File: src/rtl/txsel_pkg.sv
package txsel_pkg;
  localparam int IE_POS     = 6;
  localparam int DONE_POS   = 7;
  localparam int ID_LSB     = 8;
  localparam int REEVAL_POS = 15;
  localparam int EN_LSB     = 16;
  localparam int IDW        = 4;
  localparam logic [IDW-1:0] ID_NONE = 4'hF;

  typedef enum logic [1:0] {
    SEL_RX_STAT = 2'd0,
    SEL_RX_DATA = 2'd1,
    SEL_TX_STAT = 2'd2,
    SEL_TX_DATA = 2'd3
  } reg_sel_e;
endpackage

File: src/rtl/txsel_prio.sv
// Fixed-priority pick: the highest-numbered line that is enabled and ready.
module txsel_prio #(
  parameter int N   = 4,
  parameter int IDW = 4
) (
  input  logic [N-1:0]   en,
  input  logic [N-1:0]   rdy,
  output logic [IDW-1:0] pick
);
  always_comb begin
    pick = '1;
    for (int i = 0; i < N; i++) begin
      if (en[i] && rdy[i]) pick = IDW'(i);
    end
  end
endmodule

File: src/rtl/txsel_lines.sv
// Per-line busy tracking and output data latches.
module txsel_lines #(
  parameter int N  = 4,
  parameter int DW = 16
) (
  input  logic          clk,
  input  logic          rst_n,
  input  logic [N-1:0]  wr_sel,
  input  logic [DW-1:0] wr_data,
  input  logic [N-1:0]  cmpl,
  output logic [N-1:0]  ready_nx,
  output logic [N-1:0]  valid,
  output logic [N*DW-1:0] data
);
  for (genvar g = 0; g < N; g++) begin : g_line
    logic          rdy_q;
    logic          vld_q;
    logic [DW-1:0] dat_q;
    logic          rdy_d;

    always_comb begin
      rdy_d = (rdy_q | cmpl[g]) & ~wr_sel[g];
    end

    always_ff @(posedge clk or negedge rst_n) begin
      if (!rst_n) begin
        rdy_q <= 1'b1;
        vld_q <= 1'b0;
        dat_q <= '0;
      end else begin
        rdy_q <= rdy_d;
        vld_q <= wr_sel[g];
        if (wr_sel[g]) dat_q <= wr_data;
      end
    end

    assign ready_nx[g]          = rdy_d;
    assign valid[g]             = vld_q;
    assign data[g*DW +: DW]     = dat_q;
  end
endmodule

File: src/rtl/txsel_rx.sv
// Receive status/data pair.
module txsel_rx #(
  parameter int CHW = 8
) (
  input  logic           clk,
  input  logic           rst_n,
  input  logic           push,
  input  logic [CHW-1:0] push_char,
  input  logic           stat_we,
  input  logic           wr_ie,
  input  logic           data_rd,
  output logic           done,
  output logic           ie,
  output logic           irq,
  output logic [CHW-1:0] chr
);
  logic           done_q, ie_q, irq_q;
  logic           done_d, ie_d, irq_d;
  logic [CHW-1:0] chr_q, chr_d;

  always_comb begin
    done_d = done_q;
    ie_d   = ie_q;
    irq_d  = irq_q;
    chr_d  = chr_q;
    if (push && !done_q) begin
      chr_d  = push_char;
      done_d = 1'b1;
      irq_d  = ie_q;
    end else if (data_rd) begin
      done_d = 1'b0;
      irq_d  = 1'b0;
    end
    if (stat_we) begin
      ie_d  = wr_ie;
      irq_d = wr_ie & done_d;
    end
  end

  always_ff @(posedge clk or negedge rst_n) begin
    if (!rst_n) begin
      done_q <= 1'b0;
      ie_q   <= 1'b0;
      irq_q  <= 1'b0;
      chr_q  <= '0;
    end else begin
      done_q <= done_d;
      ie_q   <= ie_d;
      irq_q  <= irq_d;
      chr_q  <= chr_d;
    end
  end

  assign done = done_q;
  assign ie   = ie_q;
  assign irq  = irq_q;
  assign chr  = chr_q;
endmodule

File: src/rtl/tx_line_steer.sv
module tx_line_steer
  import txsel_pkg::*;
#(
  parameter int N       = 4,
  parameter int DW      = 16,
  parameter int BUS_W   = 32,
  parameter int CHW     = 8,
  parameter logic [N-1:0] CARRIER = 4'b1101
) (
  input  logic            clk,
  input  logic            rst_n,
  input  logic            bus_wr,
  input  logic            bus_rd,
  input  logic [1:0]      bus_addr,
  input  logic [BUS_W-1:0] bus_wdata,
  output logic [BUS_W-1:0] bus_rdata,
  output logic            tx_irq,
  output logic            rx_irq,
  input  logic            rx_push,
  input  logic [CHW-1:0]  rx_char,
  output logic [N-1:0]    line_valid,
  output logic [N*DW-1:0] line_data,
  input  logic [N-1:0]    line_done
);
  localparam logic [N-1:0] EN_RESET = N'(1);

  logic           tx_stat_we, tx_data_we, rx_stat_we, rx_data_rd;
  logic [N-1:0]   en_q, en_d;
  logic           ie_q, ie_d, done_q, done_d, irq_q, irq_d;
  logic [IDW-1:0] id_q, id_d, pick;
  logic [N-1:0]   wr_sel, ready_nx;
  logic           reeval, accept;
  logic           rx_done, rx_ie;
  logic [CHW-1:0] rx_chr;
  logic [BUS_W-1:0] rd_mux;

  assign tx_stat_we = bus_wr && (bus_addr == SEL_TX_STAT);
  assign tx_data_we = bus_wr && (bus_addr == SEL_TX_DATA);
  assign rx_stat_we = bus_wr && (bus_addr == SEL_RX_STAT);
  assign rx_data_rd = bus_rd && (bus_addr == SEL_RX_DATA);

  // Data write is steered only to a real line.
  assign accept = tx_data_we && (int'(id_q) < N);
  assign wr_sel = accept ? (N'(1) << id_q) : '0;
  assign reeval = (tx_stat_we && bus_wdata[REEVAL_POS]) || (|line_done);

  txsel_lines #(.N(N), .DW(DW)) u_lines (
    .clk      (clk),
    .rst_n    (rst_n),
    .wr_sel   (wr_sel),
    .wr_data  (bus_wdata[DW-1:0]),
    .cmpl     (line_done),
    .ready_nx (ready_nx),
    .valid    (line_valid),
    .data     (line_data)
  );

  txsel_prio #(.N(N), .IDW(IDW)) u_prio (
    .en   (en_d),
    .rdy  (ready_nx),
    .pick (pick)
  );

  txsel_rx #(.CHW(CHW)) u_rx (
    .clk       (clk),
    .rst_n     (rst_n),
    .push      (rx_push),
    .push_char (rx_char),
    .stat_we   (rx_stat_we),
    .wr_ie     (bus_wdata[IE_POS]),
    .data_rd   (rx_data_rd),
    .done      (rx_done),
    .ie        (rx_ie),
    .irq       (rx_irq),
    .chr       (rx_chr)
  );

  // Transmit status next state.
  always_comb begin
    en_d   = en_q;
    ie_d   = ie_q;
    done_d = done_q;
    irq_d  = irq_q;
    id_d   = id_q;
    if (tx_stat_we) begin
      en_d = bus_wdata[EN_LSB +: N];
      ie_d = bus_wdata[IE_POS];
    end
    if (accept) begin
      done_d = 1'b0;
      irq_d  = 1'b0;
    end
    if (reeval) begin
      id_d   = pick;
      done_d = 1'b1;
      irq_d  = ie_d;
    end
    if (tx_stat_we) irq_d = ie_d & done_d;
  end

  always_ff @(posedge clk or negedge rst_n) begin
    if (!rst_n) begin
      en_q   <= EN_RESET;
      ie_q   <= 1'b0;
      done_q <= 1'b1;
      irq_q  <= 1'b0;
      id_q   <= '0;
    end else begin
      en_q   <= en_d;
      ie_q   <= ie_d;
      done_q <= done_d;
      irq_q  <= irq_d;
      id_q   <= id_d;
    end
  end

  assign tx_irq = irq_q;

  // Read mux; unimplemented bits are zero.
  always_comb begin
    rd_mux = '0;
    unique case (bus_addr)
      SEL_RX_STAT: begin
        rd_mux[DONE_POS] = rx_done;
        rd_mux[IE_POS]   = rx_ie;
      end
      SEL_RX_DATA: begin
        rd_mux[CHW-1:0]       = rx_chr;
        rd_mux[EN_LSB +: N]   = CARRIER;
      end
      SEL_TX_STAT: begin
        rd_mux[EN_LSB +: N]   = en_q;
        rd_mux[ID_LSB +: IDW] = id_q;
        rd_mux[DONE_POS]      = done_q;
        rd_mux[IE_POS]        = ie_q;
      end
      default: rd_mux = '0;
    endcase
  end

  always_ff @(posedge clk or negedge rst_n) begin
    if (!rst_n) begin
      bus_rdata <= '0;
    end else if (bus_rd) begin
      bus_rdata <= rd_mux;
    end
  end
endmodule

File: config.mk
export PLATFORM = sky130hd
export DESIGN_NAME = tx_line_steer
export DESIGN_NICKNAME = d
export VERILOG_FILES = /design/src/rtl/txsel_pkg.sv /design/src/rtl/txsel_prio.sv /design/src/rtl/txsel_lines.sv /design/src/rtl/txsel_rx.sv /design/src/rtl/tx_line_steer.sv
export SDC_FILE = /design/constraint.sdc
export NUM_CORES = 1
export LEC_CHECK = 0
export ABC_AREA = 1
export BUFFER_PORTS_ARGS = -buffer_cell sky130_fd_sc_hd__buf_2
export CORE_UTILIZATION = 40
export CTS_CLUSTER_DIAMETER = 60
export DETAILED_ROUTE_END_ITERATION = 10
export GPL_ROUTABILITY_DRIVEN = 0
export HOLD_SLACK_MARGIN = 0.06
export PLACE_DENSITY = 0.78
export REMOVE_ABC_BUFFERS = 1
export SLEW_MARGIN = 20
export SYNTH_ARGS = -nofsm -noshare
export SYNTH_HDL_FRONTEND = slang
export SYNTH_SLANG_ARGS = --single-unit
File: constraint.sdc
create_clock -name clk -period 1.6 [get_ports clk]
set_input_delay 0.24 -clock clk [delete_from_list [all_inputs] [get_ports clk]]
set_output_delay 0.24 -clock clk [all_outputs]
set_load 0.005 [all_outputs]
# --- Word level (Yosys, flattened, before mapping) ---
# Index checks and enable logic that the tools add are counted.
word_totals:
  output_inout_bits: 102
  wordCells: 79
  latchBits: 0
  memories: 0
  input_bits: 51
  ram_bits: 0
  rom_bits: 0
  regBits: 110
classes:
  eq_ne: 3
  addsub: 0
  order_cmp: 1
  mul: 0
  shifts: 1
  n_mux: 21
  bitwise_logic: 14
  reduce_logical: 17
  n_div: 0
ops:
  columns: ["op", "n"]
  rows:
  - ["two-way mux 4 bit", 7]
  - ["logical AND 1 bit", 11]
  - ["two-way mux 1 bit", 11]
  - ["one-hot mux 4 bit (2 select lines)", 1]
  - ["AND 1 bit", 6]
  - ["two-way mux 6 bit", 1]
  - ["one-hot mux 2 bit (3 select lines)", 1]
  - ["nonzero test 3 bit", 2]
  - ["== test 2 bit (second input constant)", 2]
  - ["less-than comparator 4 x 3 -> 1 bit (second input constant)", 1]
  - ["inverter 1 bit", 4]
  - ["OR 1 bit", 4]
  - ["OR reduction 4 bit", 1]
  - ["left shift 1 x 4 -> 4 bit (first input constant)", 1]
  - ["== test 2 x 1 -> 1 bit (second input constant)", 1]
  - ["zero test 2 bit", 1]
  - ["zero test 1 bit", 1]
  - ["logical OR 1 bit", 1]

# --- Logic depth before layout (Yosys ltp) ---
# Gate-level depths: netlist (run 1).
logic_depth:
  depth_word: 11
  ltp_mapped: 10
  depth_no_buf: 10

# --- Cells and area by module ---
# A second synthesis (run 1) with hierarchy kept.
hier_totals:
  hier_cells: 520
  area_unflattened_um2: 4697.0
by_module_without_submodules:
  columns: ["mod", "cells_each", "n_inst", "area_each_um2", "seq_area_each_um2"]
  rows:
  - ["txsel_lines", 296, 1, 2802.7, 1806.7]
  - ["tx_line_steer", 161, 1, 1401.3, 678.2]
  - ["txsel_rx", 50, 1, 439.2, 275.3]
  - ["txsel_prio", 13, 1, 53.8, 0.0]

# --- Worst setup path before layout (run 1) ---
# Ideal clock, no wire load.
synth_path:
  path_kind: "in2reg"
  start: "input bus_addr[0]"
  end: "register id_q[1]"
  path_slack_ps: 369
  path_buffers: 1
  path_stages: 10
  t_required_ps: 1483
  setup_ps: 117
  arrival_ps: 1114
  path_cell_list: "inv_1 -> ha_1 -> buf_2 -> nand3_1 -> nand2_1 -> nand3_1 -> nand2_1 -> nand2_1 -> nor2_1 -> nor2_1"
synth_between:
  word_cells_on_any_way: 25
  cone_classes: "2 x eq/ne; 6 x mux; 8 x bitwise; 9 x reduce/logical"
synth_rtl:
  columns: ["element", "line", "text"]
  rows:
  - ["from (decl)", "tx_line_steer.sv:14", "input logic [1:0] bus_addr,"]
  - ["== test 2 bit", "tx_line_steer.sv:37", "assign tx_stat_we = bus_wr && (bus_addr == SEL_TX_STAT);"]
  - ["logical AND 1 bit", "tx_line_steer.sv:37", null]
  - ["two-way mux 4 bit", "tx_line_steer.sv:85", "if (tx_stat_we) begin"]
  - ["named net en_d[0]", "tx_line_steer.sv:28", "logic [N-1:0] en_q, en_d;"]
  - ["logical AND 1 bit", "txsel_prio.sv:13", "if (en[i] && rdy[i]) pick = IDW'(i);"]
  - ["two-way mux 4 bit (4 in a row)", "txsel_prio.sv:13", null]
  - ["to (signal assigned)", "tx_line_steer.sv:113", "id_q <= id_d;"]
  - ["to (decl)", "tx_line_steer.sv:30", "logic [IDW-1:0] id_q, id_d, pick;"]
# The timed path passes the listed nets, and every way through them passes these cells.
# A chain may end at the register's enable or synchronous reset.

# --- Final worst setup path (run 1) ---
layout_path:
  start: "register id_q[2]"
  end: "register u_lines.g_line[1].dat_q[4]"
layout_between:
  elab_chain_len: 3
  word_cells_on_any_way: 4
  cone_classes: "1 x order compare; 1 x shift; 1 x mux; 1 x reduce/logical"
layout_lines:
  columns: ["element", "line", "text"]
  rows:
  - ["less-than comparator 4 x 3 -> 1 bit", "tx_line_steer.sv:43", "assign accept = tx_data_we && (int'(id_q) < N);"]
  - ["logical AND 1 bit", "tx_line_steer.sv:43", null]
  - ["two-way mux 4 bit *", "tx_line_steer.sv:44", "assign wr_sel = accept ? (N'(1) << id_q) : '0;"]
  - ["to (signal assigned)", "txsel_lines.sv:33", "if (wr_sel[g]) dat_q <= wr_data;"]
  - ["to (decl)", "txsel_lines.sv:18", "logic [DW-1:0] dat_q;"]
# Every way passes the cells marked *; elsewhere a longest branch is shown, timed or not.

==> flow_metrics.py, run 1 <==
metrics = {
    "outcome": {
        "run_status": "complete, no violations",
    },
    "critical_path": {
        "crit_chain": "nor2_4 -> nand2_1 -> buf_4 -> nand2_1 -> o21ai_0",
        "cp.required_ns": 1.84,
        "worst_ep_arrival_time_ns": 1.54,
        "critical_path.endpoint_type": "flip-flop",
        "setup.worst_path.class": "flip-flop to flip-flop",
        "path_common_cell": "sky130_fd_sc_hd__nand2_1",
        "worst_path_largest_cell_delay_ns": 0.45,
        "worst-r2r-setup-slack_ns": 0.30,
        "startpoint_class": "flip-flop",
        "timing.critical_path.fanout_max": 21,
        "cpMaxStageDelayCell": "sky130_fd_sc_hd__dfrtp_1",
    },
    "timing": {
        "max-slew-margin-rel_pct": 62.6,
        "setup_viol": 0,
        "timing.final.crit_period_ns": 1.30,
        "timing.clock.skew_ns": 0.00788,
        "drv_slew": 0,
        "timing_hold_violations_final": 0,
        "min_period_over_period_pct": 81.1,
        "worst-slew-pin-transition_ns": 0.561,
        "unrepaired_setup_endpoints_after_global_routing": "no",
        "achievable-frequency_mhz": 770,
        "hold_ws_ns": 0.0827,
        "final.setup.worst_slack_ns": 0.302,
        "setup_total_negative_slack_ns": 0,
    },
    "routing": {
        "viasPerCell": 4.73,
        "wirelength_mm": 9.86,
        "drtIter0Drc": 187,
        "drt-pass1-iter-count": 4,
        "wl_per_cell_microns": 13.6,
        "antenna_left": 0,
        "post-route-drc-count": 0,
        "vias": 3422,
    },
    "final_layout": {
        "fin_cells": 724,
        "area_growth_pct": 21.9,
        "drive_gt1_share_pct": 27.2,
        "postLayoutCoreUtil_pct": 50.6,
        "layout.cell_area.non_filler_sq_um": 5270,
        "multi_input_area_sq_um": 1280,
        "fillerInstances": 999,
        "seqCellArea_sq_um": 2710,
        "final_net_count": 639,
        "antenna_cells_inserted": 0,
    },
    "cts": {
        "worst_skew_pair.late_latency_ns": 0.36,
        "cts.root.buffer_cell": "sky130_fd_sc_hd__clkbuf_8",
        "maximum_clock_insertion_buffer_count": 2,
        "cts_setup_buffers": 0,
        "cts-htree-levels": 3,
        "clock_sink_count": 108,
        "clkTransAtPathRegs_ns": 0.09,
        "tritoncts": "built",
        "tritoncts.num_buffers": 9,
    },
    "synth": {
        "netlist.area_leader.share_pct": 59.1,
        "ys_warn_count": 0,
        "synth_seq_cells": 108,
        "avgSynthCellArea_sq_um": 9.47,
        "synth.cell_area_sq_um": 4320,
        "fraction_of_the_yosys_area_taken_by_sequential_cells_pct": 62.7,
        "netlist.top_cell.by_area": "sky130_fd_sc_hd__dfrtp_1",
        "netlist_top_cells_area": "sky130_fd_sc_hd__dfrtp_1 59%, sky130_fd_sc_hd__nand2_1 12%, sky130_fd_sc_hd__o21ai_0 9.6%, sky130_fd_sc_hd__inv_1 3.8%, sky130_fd_sc_hd__dfstp_2 3.6%",
        "yosys.cell_types.count": 20,
        "synthCells": 456,
    },
    "placed_design": {
        "placed_inst_area_sq_um": 5070,
        "post-dp-hpwl_mm": 7.09,
        "placement.setup.worst_slack_ns": 0.0468,
        "buffers_on_ports": 124,
        "dp_cells": 706,
    },
    "floorplan": {
        "core.rowCount": 37,
        "num_io_pins": 153,
        "dieWidth_microns": 106,
        "start_util_pct": 41.5,
        "dieHeight_microns": 106,
        "core-area_sq_um": 10400,
        "dieArea_sq_um": 11200,
    },
    "hold_path": {
        "hold_class": "primary input to flip-flop",
    },
    "pwr": {
        "power_leakage_nw": 2.96,
        "peakVddDrop_v": 0.000818,
        "power-per-cell-area_nw_per_um2": 1470,
        "total_power_mw": 7.72,
    },
    "grt": {
        "grt_pass1_vias": 3365,
        "largest_net_degree_at_the_start_of_global_routing": 109,
        "number_of_antenna_violations_at_the_first_check_in_global_routing": 0,
        "grt_first_pass_wirelength_mm": 16.3,
        "grt_remaining_overflow": 0,
        "grt_use_total_pct": 18.7,
    },
    "job": {
        "max_cap_viol_count": 0,
    },
}
worst max-delay path: cells and delay by family, from the launching register on:
family / cells / cell delay [ns]
simple gates: 3 / 0.41
buf+inv: 1 / 0.24
flops: 1 / 0.45
compound gates: 1 / 0.08
state kept, by name (all words and copies together) (netlist names), 3 cells and up:
name,cells
u_lines.g_line.rdy_q,4
en_q,4
u_lines.g_line.dat_q,64
u_lines.g_line.vld_q,4
id_q,3
bus_rdata,15
u_rx.chr,8
kinds of logic (layout without fill, tap and decap cells):
family          count (synthesis)  count (layout)  synth area share (%)
simple gates                  169             169                  15.7
flops                         108             108                  62.7
compound gates                 93              93                  11.0
buf+inv                        80             197                  8.98
fa+ha+maj                       5               5                  1.45
other cells                     1              16                0.0868
worst paths after layout:
| check | startpoint | end | cells after the start |
|---|---|---|---|
| setup / recovery | id_q[2] | u_lines.g_line[1].dat_q[4] | 5 |
| hold / removal | rx_char[0] | u_rx.chr[0] | 3 |
| setup reg to reg | id_q[2] | u_lines.g_line[1].dat_q[4] | 5 |
| hold reg to reg | u_lines.g_line[3].rdy_q | u_lines.g_line[3].rdy_q | 2 |
| max in group asynchronous | rst_n | u_lines.g_line[3].rdy_q | 3 |
| min in group asynchronous | rst_n | u_rx.chr[0] | 3 |
Yosys cell counts, drive strengths merged:
cell type,n
a21oi,7
a22o,2
buf,28
clkbuf,8
conb,1
dfrtp,102
dfstp,6
ha,5
inv,44
nand2,138
nand3,16
nand4,2
nor2,11
o21ai,83
o221ai,1
or2,2
per-layer routing:
layer,vias up,share of wire [%],track usage (%)
met5,-,0,0
met4,0,1.8,6.55
met3,14,5.5,4.84
met2,117,49,31.6
met1,1635,44,23.2
li1,1656,-,-
repair_timing:
item,in CTS,in global routing
hold buffers,2,0
endpoints found under the setup margin,0,0
gates resized for setup,0,0
hold endpoints to repair,103,0
power breakdown:
group	total [mW]	internal (mW)	switching (mW)
logic	2.01	0.964	1.05
clock network	1.53	0.654	0.872
registers	4.18	3.65	0.533
total	7.72	5.27	2.45
cells in the final DEF, fill, tap and decap left out, types with 3 or more instances in the layout:
master	n
sky130_fd_sc_hd__nand2_1	137
sky130_fd_sc_hd__buf_2	123
sky130_fd_sc_hd__dfrtp_1	102
sky130_fd_sc_hd__o21ai_0	83
sky130_fd_sc_hd__inv_1	44
sky130_fd_sc_hd__conb_1	16
sky130_fd_sc_hd__nand3_1	15
sky130_fd_sc_hd__clkbuf_8	11
sky130_fd_sc_hd__nor2_1	10
sky130_fd_sc_hd__buf_4	9
sky130_fd_sc_hd__a21oi_1	7
sky130_fd_sc_hd__dfstp_2	6
sky130_fd_sc_hd__ha_1	5
sky130_fd_sc_hd__buf_12	3
area by class of cell:
cell class                 count  area share [%]
sequential                   108            51.4
timing repair buffer         137            14.5
inverter                      44            3.14
tap                          136            3.23
clock buffer                  13            3.02
clock inverter                 3           0.404
multi-input combinational    283            24.3
No activity file was read; power rests on OpenSTA's default activity.
==> run 2: changes to the inputs <==
--- a/config.mk
+++ b/config.mk
@@ -12,7 +12,7 @@
 export DETAILED_ROUTE_END_ITERATION = 10
 export GPL_ROUTABILITY_DRIVEN = 0
 export HOLD_SLACK_MARGIN = 0.06
-export PLACE_DENSITY = 0.78
+export PLACE_DENSITY = 0.81
 export REMOVE_ABC_BUFFERS = 1
 export SLEW_MARGIN = 20
 export SYNTH_ARGS = -nofsm -noshare
==> constraint.sdc (replaced) <==
create_clock -name clk -period 1.14 [get_ports clk]
set_input_delay 0.171 -clock clk [delete_from_list [all_inputs] [get_ports clk]]
set_output_delay 0.171 -clock clk [all_outputs]
set_load 0.005 [all_outputs]
==> flow_metrics.py, run 2 (synthesized netlist as in run 1, its figures left out) <==
metrics = {
    "critical_path": {
        "worst-r2r-setup-slack_ns": -0.11,
        "worst_path_dominant_cell_family": "simple AND/OR/NAND/NOR gates",
        "r2r-start": "id_q[2]",
        "critical_path.endpoint_type": "flip-flop",
        "worst_path_largest_cell_delay_ns": 0.42,
        "path_common_cell": "sky130_fd_sc_hd__nand2_1",
        "worst_ep_arrival_time_ns": 1.52,
        "cp.depth": 7,
        "reg2reg_to": "id_q[0]",
        "cp_num_buf_inv": 0,
        "crit_chain": "nor2_4 -> nand2_2 -> nand2_1 -> nor2_1 -> nand2_1 -> nand2_1 -> a21oi_1",
        "timing.critical_path.from": "id_q[2]",
        "timing.critical_path.fanout_max": 5,
        "setup.worst_path.class": "flip-flop to flip-flop",
        "worst-r2r-cell-count": 7,
        "crit_end": "id_q[0]",
        "cpMaxStageDelayCell": "sky130_fd_sc_hd__dfrtp_1",
        "startpoint_class": "flip-flop",
        "cp.required_ns": 1.42,
    },
    "final_layout": {
        "area_growth_pct": 27.7,
        "seqCellArea_sq_um": 2710,
        "flip_flop_count_of_the_largest_register_after_layout": 64,
        "fin_cells": 744,
        "multi_input_area_sq_um": 1310,
        "most-common-layout-cells": "132 x sky130_fd_sc_hd__nand2_1, 123 x sky130_fd_sc_hd__buf_2, 101 x sky130_fd_sc_hd__dfrtp_1",
        "postLayoutCoreUtil_pct": 53.0,
        "largest-register": "u_lines.g_line.dat_q",
        "drive_gt1_share_pct": 29.9,
        "final_net_count": 659,
        "fillerInstances": 968,
        "antenna_cells_inserted": 0,
        "layout_commonest_cell": "sky130_fd_sc_hd__nand2_1",
    },
    "routing": {
        "met2_length_mm": 5.03,
        "post-route-drc-count": 0,
        "wirelength_mm": 10.1,
        "wl_per_cell_microns": 13.6,
        "drt-pass1-iter-count": 5,
        "antenna_left": 0,
        "viasPerCell": 4.68,
        "met1Wirelength_mm": 4.43,
        "route.met3.wl_microns": 515,
        "drtIter0Drc": 182,
        "vias": 3482,
        "top_layer": "met4",
    },
    "grt": {
        "largest_net_degree_at_the_start_of_global_routing": 51,
        "grt_remaining_overflow": 0,
        "number_of_antenna_violations_at_the_first_check_in_global_routing": 0,
        "grt_first_pass_wirelength_mm": 16.6,
        "grt_use_total_pct": 18.9,
        "grt_pass1_vias": 3442,
    },
    "timing": {
        "min_period_over_period_pct": 109,
        "setup_total_negative_slack_ns": -2.31,
        "hold_ws_ns": 0.0911,
        "timing.final.crit_period_ns": 1.25,
        "drv_slew": 0,
        "timing.clock.skew_ns": 0.00778,
        "timing_hold_violations_final": 0,
        "final.setup.worst_slack_ns": -0.105,
        "setup_viol": 66,
        "unrepaired_setup_endpoints_after_global_routing": "yes",
        "achievable-frequency_mhz": 803,
    },
    "cts": {
        "cts.root.buffer_cell": "sky130_fd_sc_hd__clkbuf_8",
        "clkTransAtPathRegs_ns": 0.09,
        "cts-htree-levels": 3,
        "clock_sink_count": 108,
        "maximum_clock_insertion_buffer_count": 2,
        "tritoncts": "built",
        "tritoncts.num_buffers": 9,
        "worst_skew_pair.late_latency_ns": 0.36,
        "cts_setup_buffers": 0,
    },
    "floorplan": {
        "num_io_pins": 153,
        "dieHeight_microns": 106,
        "core.rowCount": 37,
        "core-area_sq_um": 10400,
        "dieArea_sq_um": 11200,
        "start_util_pct": 41.5,
        "dieWidth_microns": 106,
    },
    "pwr": {
        "power_leakage_nw": 3.06,
        "power-per-cell-area_nw_per_um2": 2020,
        "peakVddDrop_v": 0.00103,
    },
    "placed_design": {
        "post-dp-hpwl_mm": 7.23,
        "dp_cells": 715,
        "buffers_on_ports": 124,
    },
    "job": {
        "max_cap_viol_count": 0,
    },
    "hold_path": {
        "hold_class": "primary input to flip-flop",
    },
    "outcome": {
        "run_status": "complete, but fails checks",
        "violated_checks": "setup timing",
    },
}
run 2: timing repair:
item                                    4_1_cts  5_1_grt
endpoints found under the setup margin       76       81
pin swaps                                     1        1
cloned                                        1        0
gates resized for setup                      16       18
hold buffers                                 12        0
endpoints found under the hold margin       113        0
run 2: cell type report:
cell class	instances	share of cell area, %
clock buffer	12	2.45
sequential	108	49.1
clock inverter	4	0.907
timing repair inverter	1	0.136
timing repair buffer	156	17.5
multi-input combinational	283	23.7
tap	136	3.08
inverter	44	3.06
run 2: metrics by stage:
stage	area, sq um	power (mW)	setup slack (ns)
after floorplan	4150	7.07	-0.442
after global placement	5160	8.65	-0.247
after detailed placement	5160	8.86	-0.392
after CTS	5490	11.2	-0.0788
after global routing	5520	12.0	-0.212
final	5520	11.1	-0.105
run 2: how the worst min path moves through the flow:
stage | startpoint | endpoint | slack (ns) | cells past startpoint
after CTS | line_done[3] | u_lines.g_line[3].rdy_q | 0.08 | 3
final | bus_wdata[14] | u_lines.g_line[3].dat_q[14] | 0.09 | 3
after global placement | rst_n | bus_rdata[2] | 0.07 | 1
after floorplan | rst_n | bus_rdata[0] | -0.12 | 0
after global routing | line_done[3] | u_lines.g_line[3].rdy_q | 0.09 | 3
after detailed placement | rst_n | bus_rdata[2] | 0.07 | 1
run 2: power by group:
part | switching, mW | leakage (nW) | total [mW] | internal (mW)
logic | 1.58 | 1.59 | 3.05 | 1.47
clock network | 1.23 | 0.0866 | 2.24 | 1.02
registers | 0.734 | 1.38 | 5.85 | 5.12
run 2: layer usage:
| metal | GRT usage (%) | vias to the layer above |
|---|---|---|
| li1 | - | 1706 |
| met1 | 24.0 | 1641 |
| met2 | 31.7 | 120 |
| met3 | 3.43 | 15 |
| met4 | 7.74 | 0 |
| met5 | 0 | - |
run 2: worst min-delay path: cells and delay by family:
family	cells	cell delay, ns
AOI/OAI and AO/OA	1	0.12
buffers and inverters	2	0.12
==> run 3: changes to the inputs <==
--- a/config.mk
+++ b/config.mk
@@ -5,14 +5,13 @@
 export SDC_FILE = /design/constraint.sdc
 export NUM_CORES = 1
 export LEC_CHECK = 0
-export ABC_AREA = 1
 export BUFFER_PORTS_ARGS = -buffer_cell sky130_fd_sc_hd__buf_2
-export CORE_UTILIZATION = 40
+export CORE_UTILIZATION = 45
 export CTS_CLUSTER_DIAMETER = 60
 export DETAILED_ROUTE_END_ITERATION = 10
 export GPL_ROUTABILITY_DRIVEN = 0
 export HOLD_SLACK_MARGIN = 0.06
-export PLACE_DENSITY = 0.81
+export PLACE_DENSITY = 0.88
 export REMOVE_ABC_BUFFERS = 1
 export SLEW_MARGIN = 20
 export SYNTH_ARGS = -nofsm -noshare
==> flow_metrics.py, run 3 <==
metrics = {
    "synth": {
        "synth.cell_area_sq_um": 4480,
        "synth_enable_flop_cells": 0,
        "synthArstFlopShare_pct": 100,
        "netlist.top_cell.by_area": "sky130_fd_sc_hd__dfrtp_1",
        "netlist.area_leader.share_pct": 56.9,
        "avgSynthCellArea_sq_um": 12.4,
        "synth_seq_cells": 108,
        "synth.top_cells.by_count": "102 x sky130_fd_sc_hd__dfrtp_1, 57 x sky130_fd_sc_hd__nand2_1, 56 x sky130_fd_sc_hd__mux2_2",
        "yosys.cell_types.count": 46,
        "ys_warn_count": 0,
        "synthCells": 362,
        "post-synth-top-count-cell": "sky130_fd_sc_hd__dfrtp_1",
        "fraction_of_the_yosys_area_taken_by_sequential_cells_pct": 60.4,
        "netlist_top_cells_area": "sky130_fd_sc_hd__dfrtp_1 57%, sky130_fd_sc_hd__mux2_2 14%, sky130_fd_sc_hd__nand2_1 4.8%, sky130_fd_sc_hd__buf_4 3.7%, sky130_fd_sc_hd__dfstp_2 3.5%",
        "top_reg_cell_synth": "sky130_fd_sc_hd__dfrtp_1",
    },
    "timing": {
        "final.setup.worst_slack_ns": -0.446,
        "achievable-frequency_mhz": 631,
        "drv_slew": 0,
        "timing.clock.skew_ns": 0.00802,
        "unrepaired_setup_endpoints_after_global_routing": "yes",
        "min_period_over_period_pct": 139,
        "setup_viol": 77,
        "timing.final.crit_period_ns": 1.59,
        "timing_hold_violations_final": 0,
    },
    "critical_path": {
        "worst-r2r-setup-slack_ns": -0.45,
        "critical_path.endpoint_type": "flip-flop",
        "timing.critical_path.fanout_max": 6,
        "startpoint_class": "flip-flop",
        "setup.worst_path.class": "flip-flop to flip-flop",
        "r2r-start": "id_q[1]",
        "worst_ep_arrival_time_ns": 1.85,
        "cp.required_ns": 1.40,
        "timing.critical_path.from": "id_q[1]",
    },
    "routing": {
        "route.met3.wl_microns": 774,
        "drtIter0Drc": 130,
        "vias": 3522,
        "viasPerCell": 5.02,
        "wirelength_mm": 12.1,
        "met2_length_mm": 6.08,
        "met1Wirelength_mm": 4.93,
        "drt-pass1-iter-count": 6,
        "top_layer": "met4",
        "antenna_left": 0,
        "wl_per_cell_microns": 17.2,
        "post-route-drc-count": 0,
    },
    "final_layout": {
        "layout_commonest_cell": "sky130_fd_sc_hd__buf_2",
        "antenna_cells_inserted": 0,
        "flip_flop_count_of_the_largest_register_after_layout": 64,
        "drive_gt1_share_pct": 50.1,
        "final_net_count": 620,
        "most-common-layout-cells": "123 x sky130_fd_sc_hd__buf_2, 102 x sky130_fd_sc_hd__dfrtp_1, 57 x sky130_fd_sc_hd__nand2_1",
        "postLayoutCoreUtil_pct": 65.1,
        "area_growth_pct": 41.2,
        "fin_cells": 702,
        "largest-register": "u_lines.g_line.dat_q",
    },
    "pwr": {
        "power_leakage_nw": 3.32,
        "power-per-cell-area_nw_per_um2": 1970,
        "total_power_mw": 12.4,
        "peakVddDrop_v": 0.00142,
    },
    "cts": {
        "tritoncts": "built",
        "clock_sink_count": 108,
        "cts.root.buffer_cell": "sky130_fd_sc_hd__clkbuf_8",
        "maximum_clock_insertion_buffer_count": 2,
        "worst_skew_pair.late_latency_ns": 0.38,
        "clkTransAtPathRegs_ns": 0.09,
        "cts-htree-levels": 3,
        "tritoncts.num_buffers": 9,
    },
    "grt": {
        "largest_net_degree_at_the_start_of_global_routing": 50,
        "grt_remaining_overflow": 0,
        "grt_pass1_vias": 3656,
        "grt_use_total_pct": 23.1,
        "number_of_antenna_violations_at_the_first_check_in_global_routing": 0,
        "grt_first_pass_wirelength_mm": 17.8,
    },
    "hold_path": {
        "hold_path_startpoint": "bus_wdata[17]",
        "hold_class": "primary input to flip-flop",
    },
    "floorplan": {
        "start_util_pct": 46.1,
        "core-area_sq_um": 9730,
        "num_io_pins": 153,
        "dieArea_sq_um": 10400,
        "core.rowCount": 36,
        "dieWidth_microns": 102,
        "dieHeight_microns": 102,
    },
    "placed_design": {
        "placement.setup.worst_slack_ns": -0.569,
        "dp_cells": 643,
        "post-dp-hpwl_mm": 7.24,
        "buffers_on_ports": 124,
    },
    "outcome": {
        "run_status": "complete, but fails checks",
        "violated_checks": "setup timing",
    },
    "job": {
        "max_cap_viol_count": 0,
    },
}
[run 3: cell types whose count changed in the layout (fill, tap and decap cells not counted), sizes merged, moves of 3 or more]
| cell | before | now |
|---|---|---|
| clkinv | 1 | 4 |
| clkinvlp | 4 | 0 |
| nand2 | 138 | 61 |
| o21ai | 83 | 12 |
| buf | 144 | 184 |
| dlygate4sd3 | 12 | 24 |
| inv | 43 | 23 |
| mux2 | 0 | 58 |
| o22ai | 0 | 5 |
| nor2 | 11 | 6 |
[run 3: timing repair]
item                                    CTS  global route
hold buffers                             24             0
endpoints found under the setup margin   85            94
hold endpoints to repair                163             0
setup buffers                             7            10
resized for setup                        49            19
cloned                                    1             3
pin swaps                                 5             7
[run 3: layout make-up]
cell class | count | area [sq um]
clock buffers | 12 | 155
clock inverters | 4 | 23.8
fillers | 705 | 3400
inverters | 23 | 88.8
multi-input cells | 213 | 1740
flip-flops and latches | 108 | 2710
well taps | 133 | 166
repair buffers | 209 | 1440
[run 3: kinds of logic (layout without fill, tap and decap cells)]
family,after synthesis,in the layout,synth area share [%]
adders and majority gates,5,5,1.40
muxes,60,60,15.0
and+or+nand+nor,93,95,9.99
AOI/OAI and AO/OA,37,37,5.64
DFF,108,108,60.4
other,1,16,0.0836
buffers and inverters,58,248,7.45
[run 3: per-stage QoR]
stage / cell area (sq um) / TNS, ns / hold WS (ns)
2_1_floorplan: 4290 / -26.33 / -0.125
3_3_place_gp: 5460 / -27.20 / 0.0613
3_5_place_dp: 5460 / -29.69 / 0.0644
4_1_cts: 6140 / -21.89 / 0.0667
5_1_grt: 6330 / -27.20 / 0.123
6_report: 6330 / -23.43 / 0.156
[run 3: path summary, 6_finish.rpt]
path / to / cells past startpoint
setup / recovery: u_lines.g_line[2].dat_q[5] / 4
hold / removal: en_q[1] / 3
setup reg to reg: u_lines.g_line[2].dat_q[5] / 4
hold reg to reg: u_lines.g_line[3].dat_q[2] / 2
max in group asynchronous: u_lines.g_line[3].rdy_q / 3
min in group asynchronous: bus_rdata[9] / 2
[run 3: critical path, stage by stage (launching register included)]
cell and delay, ns:
sky130_fd_sc_hd__dfrtp_1 0.47, sky130_fd_sc_hd__nand4b_1 0.23, sky130_fd_sc_hd__nor2_4 0.26, sky130_fd_sc_hd__buf_6 0.19
sky130_fd_sc_hd__mux2_4 0.31
[run 3: metal layers]
layer  track usage [%]  vias to the layer above
li1                  -                     1589
met1              26.9                     1756
met2              38.9                      153
met3              7.59                       24
met4              10.9                        0
met5                 0                        -
[run 3: report_power, final]
part | internal (mW) | switching (mW)
registers | 5.20 | 0.791
clock network | 0.909 | 1.26
logic | 2.54 | 1.75
